$ cat src/rtl/tcpu_pkg.sv
package tcpu_pkg;

    localparam int WORD_W = 16;
    localparam int IMM_W  = WORD_W - 1;
    localparam int OP_W   = 6;

    // operation code that selects XOR instead of the inverted AND
    localparam logic [OP_W-1:0] OP_XOR = 6'b000001;

    typedef logic [WORD_W-1:0] word_t;

    typedef enum logic [1:0] {
        KIND_LOAD = 2'd0,
        KIND_CALC = 2'd1,
        KIND_NOP  = 2'd2
    } kind_e;

    typedef struct packed {
        kind_e            kind;
        logic             y_is_mem;
        logic [OP_W-1:0]  op;
        logic             to_a;
        logic             to_d;
        logic             to_m;
        logic             br_neg;
        logic             br_zero;
        logic             br_pos;
        logic [IMM_W-1:0] imm;
    } dec_t;

endpackage

$ cat src/rtl/tcpu_imem.sv
module tcpu_imem #(
    parameter int WORDS = 8,
    parameter int AW    = $clog2(WORDS)
) (
    input  logic                    clk,
    input  logic                    rst_n,
    input  logic                    we,
    input  logic [AW-1:0]           waddr,
    input  tcpu_pkg::word_t         wdata,
    input  logic [AW-1:0]           raddr,
    output tcpu_pkg::word_t         rdata
);
    import tcpu_pkg::*;

    word_t [WORDS-1:0] mem_d, mem_q;

    always_comb begin
        mem_d = mem_q;
        if (we) begin
            mem_d[waddr] = wdata;
        end
    end

    always_ff @(posedge clk) begin
        if (!rst_n) begin
            mem_q <= '0;
        end else begin
            mem_q <= mem_d;
        end
    end

    assign rdata = mem_q[raddr];

endmodule

$ cat src/rtl/tcpu_decode.sv
module tcpu_decode (
    input  tcpu_pkg::word_t instr,
    output tcpu_pkg::dec_t  dec
);
    import tcpu_pkg::*;

    always_comb begin
        dec          = '0;
        dec.imm      = instr[IMM_W-1:0];
        dec.y_is_mem = instr[12];
        dec.op       = instr[11:6];
        dec.to_a     = instr[5];
        dec.to_d     = instr[4];
        dec.to_m     = instr[3];
        dec.br_neg   = instr[2];
        dec.br_zero  = instr[1];
        dec.br_pos   = instr[0];
        if (!instr[WORD_W-1]) begin
            dec.kind = KIND_LOAD;
        end else if (instr[WORD_W-1:WORD_W-3] == 3'b111) begin
            dec.kind = KIND_CALC;
        end else begin
            dec.kind = KIND_NOP;
        end
    end

endmodule

$ cat src/rtl/tcpu_alu.sv
module tcpu_alu (
    input  tcpu_pkg::word_t          x,
    input  tcpu_pkg::word_t          y,
    input  logic [tcpu_pkg::OP_W-1:0] op,
    output tcpu_pkg::word_t          res,
    output logic                     zero,
    output logic                     neg
);
    import tcpu_pkg::*;

    word_t x_z, x_n, y_z, y_n, core;

    always_comb begin
        x_z  = op[5] ? '0 : x;
        x_n  = op[4] ? ~x_z : x_z;
        y_z  = op[3] ? '0 : y;
        y_n  = op[2] ? ~y_z : y_z;
        core = op[1] ? (x_n + y_n) : (x_n & y_n);
        if (op == OP_XOR) begin
            res = x ^ y;
        end else begin
            res = op[0] ? ~core : core;
        end
        zero = (res == '0);
        neg  = res[WORD_W-1];
    end

endmodule

$ cat src/rtl/tcpu_core.sv
module tcpu_core #(
    parameter int IMEM_WORDS = 8,
    parameter int OUT_W      = 8,
    parameter int AW         = $clog2(IMEM_WORDS)
) (
    input  logic                     clk,
    input  logic                     rst_n,
    input  logic                     run,
    input  logic                     ld_we,
    input  logic [AW-1:0]            ld_addr,
    input  logic [tcpu_pkg::WORD_W-1:0] ld_data,
    output logic [OUT_W-1:0]         out_pins
);
    import tcpu_pkg::*;

    typedef struct packed {
        logic [AW-1:0] pc;
        word_t         a;
        word_t         d;
        word_t         m;
    } state_t;

    state_t st_d, st_q;
    word_t  instr;
    dec_t   dec;
    word_t  y_op, res;
    logic   res_zero, res_neg, taken;
    logic [AW-1:0] pc_inc;

    // plain views of the state for the bound checker
    logic [AW-1:0] pc_q;
    word_t         a_q, d_q, m_q;
    assign pc_q = st_q.pc;
    assign a_q  = st_q.a;
    assign d_q  = st_q.d;
    assign m_q  = st_q.m;

    tcpu_imem #(.WORDS(IMEM_WORDS), .AW(AW)) u_imem (
        .clk   (clk),
        .rst_n (rst_n),
        .we    (ld_we & ~run),
        .waddr (ld_addr),
        .wdata (ld_data),
        .raddr (st_q.pc),
        .rdata (instr)
    );

    tcpu_decode u_dec (
        .instr (instr),
        .dec   (dec)
    );

    assign y_op = dec.y_is_mem ? st_q.m : st_q.a;

    tcpu_alu u_alu (
        .x    (st_q.d),
        .y    (y_op),
        .op   (dec.op),
        .res  (res),
        .zero (res_zero),
        .neg  (res_neg)
    );

    always_comb begin
        st_d   = st_q;
        pc_inc = st_q.pc + 1'b1;
        taken  = (dec.br_neg  & res_neg)
               | (dec.br_zero & res_zero)
               | (dec.br_pos  & ~res_neg & ~res_zero);
        if (!run) begin
            st_d.pc = '0;
        end else begin
            unique case (dec.kind)
                KIND_LOAD: begin
                    st_d.a  = {1'b0, dec.imm};
                    st_d.pc = pc_inc;
                end
                KIND_CALC: begin
                    if (dec.to_a) st_d.a = res;
                    if (dec.to_d) st_d.d = res;
                    if (dec.to_m) st_d.m = res;
                    st_d.pc = taken ? st_q.a[AW-1:0] : pc_inc;
                end
                default: begin
                    st_d.pc = pc_inc;
                end
            endcase
        end
    end

    always_ff @(posedge clk) begin
        if (!rst_n) begin
            st_q <= '0;
        end else begin
            st_q <= st_d;
        end
    end

    assign out_pins = st_q.m[OUT_W-1:0];

endmodule

$ cat config.mk
export PLATFORM = sky130hd
export DESIGN_NAME = tcpu_core
export DESIGN_NICKNAME = d
export VERILOG_FILES = /design/src/rtl/tcpu_pkg.sv /design/src/rtl/tcpu_imem.sv /design/src/rtl/tcpu_decode.sv /design/src/rtl/tcpu_alu.sv /design/src/rtl/tcpu_core.sv
export SDC_FILE = /design/constraint.sdc
export NUM_CORES = 1
export LEC_CHECK = 0
export BUFFER_PORTS_ARGS = -buffer_cell sky130_fd_sc_hd__buf_2
export CORE_ASPECT_RATIO = 1.1
export CORE_MARGIN = 2
export CORE_UTILIZATION = 40
export CTS_CLUSTER_DIAMETER = 120
export DETAILED_ROUTE_END_ITERATION = 12
export PLACE_DENSITY_LB_ADDON = 0.15
export SKIP_LAST_GASP = 1
export SYNTH_ARGS = -nofsm -noshare
export SYNTH_HDL_FRONTEND = slang
export SYNTH_HIERARCHICAL = 1
export SYNTH_SLANG_ARGS = --single-unit
$ cat constraint.sdc
create_clock -name clk -period 5.9 [get_ports clk]
set_clock_uncertainty 0.15 [all_clocks]
set_input_delay 0.59 -clock clk [delete_from_list [all_inputs] [get_ports clk]]
set_output_delay 0.59 -clock clk [all_outputs]
set_load 0.01 [all_outputs]
; Word-level counts from Yosys, hierarchy flattened
; Index checks and enable logic that the tools add are counted.
[totals]
ff_bits = 179
inputBits = 23
out_inout_bits = 8
wordCells = 63
[classes]
n_addsub = 2
magnitude_cmp = 3
eq_ne = 4
mux = 19
bitwise_logic = 15
n_reduce_logical = 8
[ops]
columns = op, count
row1 = 16-bit two-way mux, 11
row2 = 128-bit bitwise mux, 1
row3 = 16-bit binary-select mux with 3-bit select, 1
row4 = 16-bit demux with 3-bit select, 1
row5 = 16-bit inverter, 3
row6 = 16-bit one-hot mux with 2 select lines, 1
row7 = 16-bit adder, 1
row8 = 16-bit AND, 1
row9 = 16-bit zero test, 1
row10 = 16-bit XOR, 1
row11 = 3-bit AND reduction, 3
row12 = "3-bit by 4-bit less-than comparator with 1-bit output, second input constant", 2
row13 = "6-bit by 1-bit equality test with 1-bit output, second input constant", 1
row14 = 3-bit two-way mux, 2
row15 = 1-bit AND, 5
row16 = 2-bit two-way mux, 2
row17 = "3-bit by 1-bit adder with 3-bit output, second input constant", 1
row18 = "3-bit equality test, second input constant", 1
row19 = "3-bit by 1-bit greater-or-equal comparator with 1-bit output, second input constant", 1
row20 = 1-bit inverter, 3
row21 = "2-bit by 1-bit equality test with 1-bit output, second input constant", 1
row22 = 2-bit zero test, 1
row23 = "2-bit inequality test, second input constant", 1
row24 = 1-bit OR, 2
row25 = other kinds (3), 3

; Logic depth before layout (Yosys ltp)
; Gate-level depths: netlist (run 1).
[depth]
ltp_word = 17
ltp_mapped = 25
depth_no_buf = 19

; By module
; Netlist (run 1), hierarchy kept.
[modules_own_cells]
columns = mod, instances, cells_per_inst, area_per_inst_um2, seq_area_each_um2
row1 = tcpu_imem, 1, 647, 6099.6, 2562.5
row2 = tcpu_core, 1, 265, 2358.5, 1021.0
row3 = tcpu_alu, 1, 293, 2107.0, 0.0
row4 = tcpu_decode, 1, 30, 227.7, 0.0

; Worst setup path before layout (run 1)
; Ideal clock, no wire load.
[synth_timing]
kind = register -> register
from = register st_q (netlist bit pc_q[0])
to = register st_q (netlist bit pc_q[0])
setup_time_ps = 72
t_arrival_ps = 5319
required_time_ps = 5678
path_slack_ps = 359
path_stages_with_launch = 24
n_path_buf = 6
synth_period_minus_slack_ps = 5541
cell_sequence = dfxtp_1 buf_6 buf_12 buf_2 mux4_2 mux2_4 buf_4 buf_2 buf_1 xnor2_1 ha_1 fa_1 a211oi_1 o211ai_1 nand2_1 xnor2_1 nor2_1 a2111oi_0 a21oi_1 or4_4 nor4b_2 a22oi_1 a21oi_2 mux2i_1
[synth_via]
word_cells_on_any_way = 33
cone_classes = add/sub (2) / eq/ne (3) / mux (14) / bitwise (13) / reduce/logical (1)
[synth_rtl]
columns = element, line
row1 = start: declaration, tcpu_core.sv:23  ; state_t st_d, st_q;
row2 = start signal: assignment, tcpu_core.sv:95  ; st_q <= st_d;
row3 = 16-bit binary-select mux with 3-bit select *, tcpu_imem.sv:32  ; assign rdata = mem_q[raddr];
row4 = 16-bit two-way mux (implied by the code) *, tcpu_imem.sv:32
row5 = via instr[8], tcpu_core.sv:24  ; word_t instr;
row6 = 16-bit two-way mux, tcpu_alu.sv:17  ; y_n = op[2] ? ~y_z : y_z;
row7 = 16-bit adder or 16-bit AND (tied branches), tcpu_alu.sv:18  ; core = op[1] ? (x_n + y_n) : (x_n & y_n);
row8 = 16-bit two-way mux, tcpu_alu.sv:18
row9 = 16-bit inverter, tcpu_alu.sv:22  ; res = op[0] ? ~core : core;
row10 = 16-bit two-way mux, tcpu_alu.sv:22
row11 = 16-bit two-way mux *, tcpu_alu.sv:19  ; if (op == OP_XOR) begin
row12 = via res[8], tcpu_core.sv:26  ; word_t y_op, res;
row13 = 16-bit zero test *, tcpu_alu.sv:24  ; zero = (res == '0);
row14 = via res_zero, tcpu_core.sv:27  ; logic res_zero, res_neg, taken;
row15 = 1-bit AND or 1-bit inverter (tied branches), "tcpu_core.sv:68, tcpu_core.sv:69"
row16 = 1-bit OR or 1-bit AND (tied branches), "tcpu_core.sv:68, tcpu_core.sv:69"
row17 = 1-bit OR *, tcpu_core.sv:69  ; | (dec.br_pos & ~res_neg & ~res_zero);
row18 = 3-bit two-way mux *, tcpu_core.sv:82  ; st_d.pc = taken ? st_q.a[AW-1:0] : pc_inc;
row19 = 3-bit two-way mux *, tcpu_core.sv:73  ; unique case (dec.kind)
; The timed path passes the listed nets; every way through them passes the cells marked *. The select of a mux whose other input is x is not followed.
; A chain may end at the register's enable or synchronous reset.

; Worst setup path after layout (run 1)
[layout_timing]
from = register st_q (netlist bit pc_q[2])
to = register st_q (netlist bit pc_q[0])
[layout_via]
elab_chain_cells = 17
word_cells_on_any_way = 32
cone_classes = add/sub (1) / eq/ne (3) / mux (14) / bitwise (13) / reduce/logical (1)
[layout_rtl]
columns = element, line
row1 = 16-bit binary-select mux with 3-bit select *, tcpu_imem.sv:32
row2 = 16-bit two-way mux (implied by the code) *, tcpu_imem.sv:32
row3 = via instr[12], tcpu_core.sv:24
row4 = 16-bit two-way mux *, tcpu_core.sv:53  ; assign y_op = dec.y_is_mem ? st_q.m : st_q.a;
row5 = via y_op[6], tcpu_core.sv:26
row6 = 16-bit two-way mux *, tcpu_alu.sv:16  ; y_z = op[3] ? '0 : y;
row7 = 16-bit inverter, tcpu_alu.sv:17
row8 = 16-bit two-way mux *, tcpu_alu.sv:17
row9 = [... 5 more ...], --
row10 = via res_neg, tcpu_core.sv:27
row11 = 16-bit zero test *, tcpu_alu.sv:24
row12 = via res_zero, tcpu_core.sv:27
row13 = 1-bit AND or 1-bit inverter (tied branches), "tcpu_core.sv:68, tcpu_core.sv:69"
row14 = 1-bit OR or 1-bit AND (tied branches), "tcpu_core.sv:68, tcpu_core.sv:69"
row15 = 1-bit OR *, tcpu_core.sv:69
row16 = 3-bit two-way mux *, tcpu_core.sv:82
row17 = 3-bit two-way mux *, tcpu_core.sv:73
; Marked as above.

==> metrics.txt, run 1 <==
largest net degree at the start of global routing 82; vias in the first global route around 8.2k; DIE HEIGHT about 180 um; Syn Nets 1276; Post-synth EDFFs 0; sw frac 28.2%; Crit Path Category reg -> reg; setup TNS 0 ns; Int Power between 1500 and 2000 uW; Leakage ~0.0040 uW; CP Max Fanout 16; number of distinct library cells after synthesis 74; design area about 11000 sq um; dpl cells roughly 1.5k; power share of the clock group approximately 45%; peak supply drop roughly 0.22 mV; H-Tree Level Count 4; Pins Over Slew Limit 0; HPWL Detailed between 20000 and 25000 um; CTS sink count about 180; Placed Area between 10000 and 15000 sq um; area grow syn2layout 4.61%; grt met1 use between 20% and 30%; core area 26700 sq um; Wirelength per Cell 19.9 um; syn_area_per_cell between 8 and 9 sq um; Worst Tran Pin Value around 1.2 ns; initial DRC count 500; Reg power frac 46.5%; period utilisation layout between 90% and 100%; drt total wl around 31000 um; worst endpoint required time roughly 6.1 ns; met3 usage 2.84%; Total Nets Final between 1k and 1.5k; Worst-Skew Late Latency about 0.44 ns; RSZ-0062 raised after global routing no; I/O Buffers 30; HP Class reg -> reg; GRT Total Usage 22.1%; Die Wd around 160 um; DRT antenna net count 0; # Post-CTS Setup Buffers 0; total die area ~28000 sq um; #FFs+latches synth about 180; pre-CTS WS just over 0.3 ns; routability cong. 0.844; Finished Layout Cells around 1.5k; status finished, final reports clean; first-pass GRT wire length roughly 48000 um; Startpoint Class flop; share of cells above drive strength 1 16.1%; boundary pin count 31; grt peak-use layer met2; CTS Buf Count 17; Peak Freq roughly 0.18 GHz; global route overflow 0; Initial Utilization 40.4%; CP arrival about 5.7 ns; Slew Limit Headroom about 20%; min cycle time layout approximately 5.5 ns; post-synthesis cell area 10800 sq um; Worst-path clk slew about 0.08 ns; crit path capture pc_q[0]; r2r worst-path depth 19; gate count of the mapped netlist ~1.2k; r2r setup slk approximately 0.42 ns; sequential cell area fraction in the yosys report roughly 33%; DRC viols 0; setup ws final between 0.4 and 0.5 ns; antenna violations before repair 1; CTS tree built; routed vias ~8.2k; Reg-to-Reg End pc_q[0]; Ys Warns 6; final setup fails 0; Cell Pwr Density between 200 and 250 nW/um^2; Worst Setup End Kind flop; Vias/cell 5.32; most used flip-flop cell after synthesis dfxtp_1; Psw approximately 750 uW; Pre-antenna DRT Iters 7; global-route met2 utilization about two fifths; RR Startpoint pc_q[2]; clk buf depth 2; Antenna diodes 0; row cnt 63; clk root buf clkbuf_16; asr flop ratio synth 0%; final core occ between 40% and 50%; Worst Setup SP pc_q[2]; combinational group share of total power between 8 and 9%; final hold vios 0; max cap viols 0
-- layout make-up --
type	instances	area, sq um
fillers	2683	15400
repair buffers	60	375
clock buffers	18	439
flip-flops and latches	179	3590
inverters	3	11.3
well taps	357	447
clock inverters	14	178
multi-input cells	907	6250
-- per-layer routing --
| metal | share of wire (%) | vias to the layer above | routed length, um |
|---|---|---|---|
| met4 | 2.9 | 0 | 875 |
| met2 | 52 | 141 | 15900 |
| met1 | 43 | 3945 | 13000 |
| met5 | 0 | - | 0 |
| li1 | - | 4047 | - |
| met3 | 2.7 | 50 | 831 |
-- power by group through the flow --
stage	Combinational (uW)	Sequential [uW]	Clock, uW
after global routing	247	1240	1270
after CTS	226	1240	1220
after floorplan	184	1260	0
final	227	1240	1190
after detailed placement	225	1260	0
after global placement	224	1260	0
-- through the flow --
| stage | hold slack (ns) | total power [uW] |
|---|---|---|
| 2_1_floorplan | 0.280 | 1440 |
| 3_3_place_gp | 0.290 | 1490 |
| 3_5_place_dp | 0.296 | 1490 |
| 4_1_cts | 0.289 | 2680 |
| 5_1_grt | 0.300 | 2760 |
| 6_report | 0.303 | 2660 |
-- synth_stat cells (all sizes together) (7+ instances only) --
| master | n | area, sq um |
|---|---|---|
| xor2 | 14 | 123 |
| nand2b | 35 | 219 |
| o21ai | 15 | 75.1 |
| nor2b | 7 | 43.8 |
| nand2 | 344 | 1290 |
| a21oi | 71 | 363 |
| dfxtp | 179 | 3580 |
| mux4 | 32 | 736 |
| xnor2 | 54 | 473 |
| a21o | 8 | 61.3 |
| a211oi | 23 | 233 |
| buf | 114 | 843 |
| mux2 | 34 | 417 |
| a21boi | 131 | 987 |
| nor2 | 19 | 71.3 |
| ha | 17 | 213 |
| clkbuf | 32 | 121 |
| nand4b | 7 | 73.8 |
| mux2i | 23 | 230 |
| nor3 | 9 | 50.1 |
-- critical path, cell delays in order, from the launching register on --
cell and delay (ns):
dfxtp_2 0.44, mux4_2 0.52, mux2_2 0.30, buf_4 0.22, mux2_2 0.33, nand2b_1 0.10, xnor2_1 0.12, ha_1 0.36
o211ai_1 0.18, nor3_1 0.34, a211oi_4 0.13, a21oi_2 0.17, mux2i_1 0.20, o21ai_1 0.11, mux2_4 0.36, or4_4 0.50
nor4b_4 0.26, a22oi_1 0.12, a21oi_2 0.24, mux2i_1 0.23
-- state kept, by name (all words and copies together), names as in the netlist --
register and cells:
a_q 16, d_q 16, u_imem/mem_q 128, pc_q 3, m_q 16
-- logic make-up (layout without fill, tap and decap cells) --
family / Yosys count / count (layout) / synth area share, %
AO/OA/AOI/OAI: 274 / 274 / 17.9
XOR/XNOR: 68 / 68 / 5.52
adder cells (fa/ha/maj): 18 / 18 / 2.16
buffers and inverters: 149 / 95 / 9.04
flip-flops: 179 / 179 / 33.2
multiplexers: 89 / 89 / 12.8
AND/OR/NAND/NOR: 458 / 458 / 19.4
-- layout by cell type (no fill, tap or decap), drive strengths merged, types with 14 or more instances in the layout --
master  synthesis  layout
nand2b         35      35
clkbuf         32      18
dfxtp         179     179
nor2           19      19
mux2           34      34
mux2i          23      23
a211oi         23      23
a21oi          71      71
nand2         344     344
a21boi        131     131
buf           114      60
o21ai          15      15
xor2           14      14
ha             17      17
xnor2          54      54
mux4           32      32
-- worst min-delay path by stage --
stage,from,to,slack (ns),depth (start not counted)
floorplan,u_imem/mem_q[78],u_imem/mem_q[78],0.28,2
global placement,u_imem/mem_q[14],u_imem/mem_q[14],0.29,2
detailed placement,u_imem/mem_q[60],u_imem/mem_q[60],0.30,2
CTS,ld_data[14],u_imem/mem_q[78],0.29,3
global route,ld_data[14],u_imem/mem_q[78],0.30,3
finish,u_imem/mem_q[0],u_imem/mem_q[0],0.30,2
-- timing repair --
item / 4_1_cts / 5_1_grt
endpoints found under the setup margin: 0 / 3
resized for setup: 0 / 3
hold buffers: 0 / 0
(Power assumes the default switching activity.)
==> inputs of run 2 (changes only) <==
- CORE_MARGIN: 2 -> unset
==> metrics.txt, run 2 (synthesized netlist as in run 1, its figures left out) <==
# Post-CTS Setup Buffers 0 (unchanged); Worst-path clk slew 0.07 ns (about the same); Pins Over Slew Limit 0 (unchanged); Pre-antenna DRT Iters 5 (-2); Cell Pwr Density 230 nW/um^2 (-2.4%); RSZ-0062 raised after global routing no; Biggest register u_imem/mem_q; Antenna diodes 0 (unchanged); final core occ 43.0% (+0.71 points); Vias/cell 5.34 (+0.35%); clk buf depth 2 (unchanged); CTS Buf Count 17 (unchanged); max FFs per register 128 (unchanged); cts hold-fix bufs 0 (unchanged); row cnt 62 (-1.6%); core area 26300 sq um (-1.6%); final hold vios 0 (unchanged); boundary pin count 31 (unchanged); Crit Path Category reg -> reg; Peak Freq 0.177 GHz (-3.0%); GRT Total Usage 22.7% (+0.62 points); Fillers 2643 (-1.5%); largest net degree at the start of global routing 68 (-17%); routed vias 8217 (+0.42%); Worst Setup End Kind flop; worst endpoint required time 6.10 ns (about the same); Leakage 0.00400 uW (about the same); Worst Tran Pin Value 1.27 ns (+0.0685 ns); H-Tree Level Count 4 (unchanged); CP cell instances mux4_2 > mux2_2 > buf_4 > mux2_2 > nand2b_1 > xnor2_1 > ha_1 > a21oi_1 > o211ai_2 > a211oi_4 > xor2_1 > nor2_1 > o21ai_0 > o211ai_1 > or4_4 > nor4b_2 > a22oi_1 > a21oi_2 > mux2i_1; status finished, final reports clean; DRT antenna net count 0 (unchanged); Worst-Skew Late Latency 0.44 ns (about the same); peak supply drop 0.174 mV (-23%); Largest stage delay, worst path 0.59 ns (+0.07 ns); setup TNS 0 ns (unchanged); clk root buf clkbuf_16; global route overflow 0 (unchanged); max cap viols 0 (unchanged); total die area 27600 sq um (-2.4%); antenna violations before repair 0 (-1); commonest non-fill, non-tap cells in the layout 343 x nand2_1, 177 x dfxtp_1, 72 x a21boi_0; DRC viols 0 (unchanged); HP Class reg -> reg; first-pass GRT wire length 47000 um (-2.4%); CP Max Fanout 9 (-7); DIE HEIGHT 174 um (-1.1%); Initial Utilization 41.0% (+0.65 points); CTS sink count 179 (unchanged); Wirelength per Cell 19.6 um (-1.5%); initial DRC count 614 (+23%); drt total wl 30200 um (-1.4%); routability cong. 0.921 (+9.1%); Crit-path slowest cell or4_4; cell seen most often among critical-path stages mux2_2; vias in the first global route 8221 (-0.19%); period utilisation layout 95.9% (+2.9 points); final setup fails 0 (unchanged); I/O Buffers 30 (unchanged); Total Nets Final 1215 (+0.50%); share of cells above drive strength 1 16.5% (+0.42 points); HPWL Detailed 20200 um (-0.15%); min cycle time layout 5.66 ns (+0.172 ns); CP arrival 5.86 ns (+0.17 ns); CTS tree built; area grow syn2layout 4.67% (about the same); most common cell after layout, fill and taps aside nand2_1; Slew Limit Headroom 15.4% (-4.6 points); Die Wd 159 um (-1.2%); Startpoint Class flop
## run 2: layer usage
layer	share of wire, %	routed length [um]	vias to the layer above	track usage (%)
met4	2.5	768	0	7.81
met5	0	0	-	0
li1	-	-	4055	-
met2	51	15300	172	39.9
met3	3.6	1080	43	3.29
met1	43	13100	3947	27.9
## run 2: final cells by class
| type | instances | area [sq um] | area share [%] |
|---|---|---|---|
| Inverter | 3 | 11.3 | 0.0997 |
| Tap cell | 352 | 440 | 3.90 |
| Timing Repair Buffer | 66 | 420 | 3.72 |
| Clock inverter | 12 | 120 | 1.06 |
| Clock buffer | 20 | 457 | 4.04 |
| Sequential cell | 179 | 3590 | 31.8 |
| Multi-Input combinational cell | 907 | 6260 | 55.4 |
## run 2: critical path: cells and delay by family (launching register included)
family	cells	cell delay [ns]
buffers and inverters	1	0.23
adders and majority gates	1	0.33
and+or+nand+nor	4	1.10
AOI/OAI and AO/OA	7	1.54
DFF	1	0.44
xor gates and xnor gates	2	0.37
muxes	4	1.42
## run 2: report_power, final
| part | internal [uW] | total [uW] | switching (uW) |
|---|---|---|---|
| clock network | 614 | 1130 | 516 |
| logic | 93.2 | 229 | 136 |
| registers | 1220 | 1230 | 9.94 |
| total | 1930 | 2590 | 662 |
## run 2: timing repair
action	4_1_cts	5_1_grt
endpoints found under the setup margin	0	3
resized for setup	0	6
hold endpoints to repair	0	0
## run 2: final timing paths
| kind | from | slack [ns] | to | cells after the start |
|---|---|---|---|---|
| max | pc_q[2] | 0.24 | pc_q[0] | 19 |
| min | u_imem/mem_q[1] | 0.30 | u_imem/mem_q[1] | 2 |
| max reg2reg | pc_q[2] | 0.24 | pc_q[0] | 19 |
| min reg2reg | u_imem/mem_q[1] | 0.30 | u_imem/mem_q[1] | 2 |
## run 2: per-stage QoR
| step | std cells | setup slack, ns | area (sq um) | hold slack (ns) | power [uW] |
|---|---|---|---|---|---|
| after floorplan | 1235 | 0.359 | 10800 | 0.280 | 1440 |
| after global placement | 1507 | 0.262 | 10700 | 0.289 | 1490 |
| after detailed placement | 1507 | 0.188 | 10700 | 0.294 | 1490 |
| after CTS | 1539 | 0.140 | 11300 | 0.304 | 2620 |
| after global routing | 1539 | 0.00619 | 11300 | 0.310 | 2690 |
| final | 1539 | 0.245 | 11300 | 0.303 | 2590 |
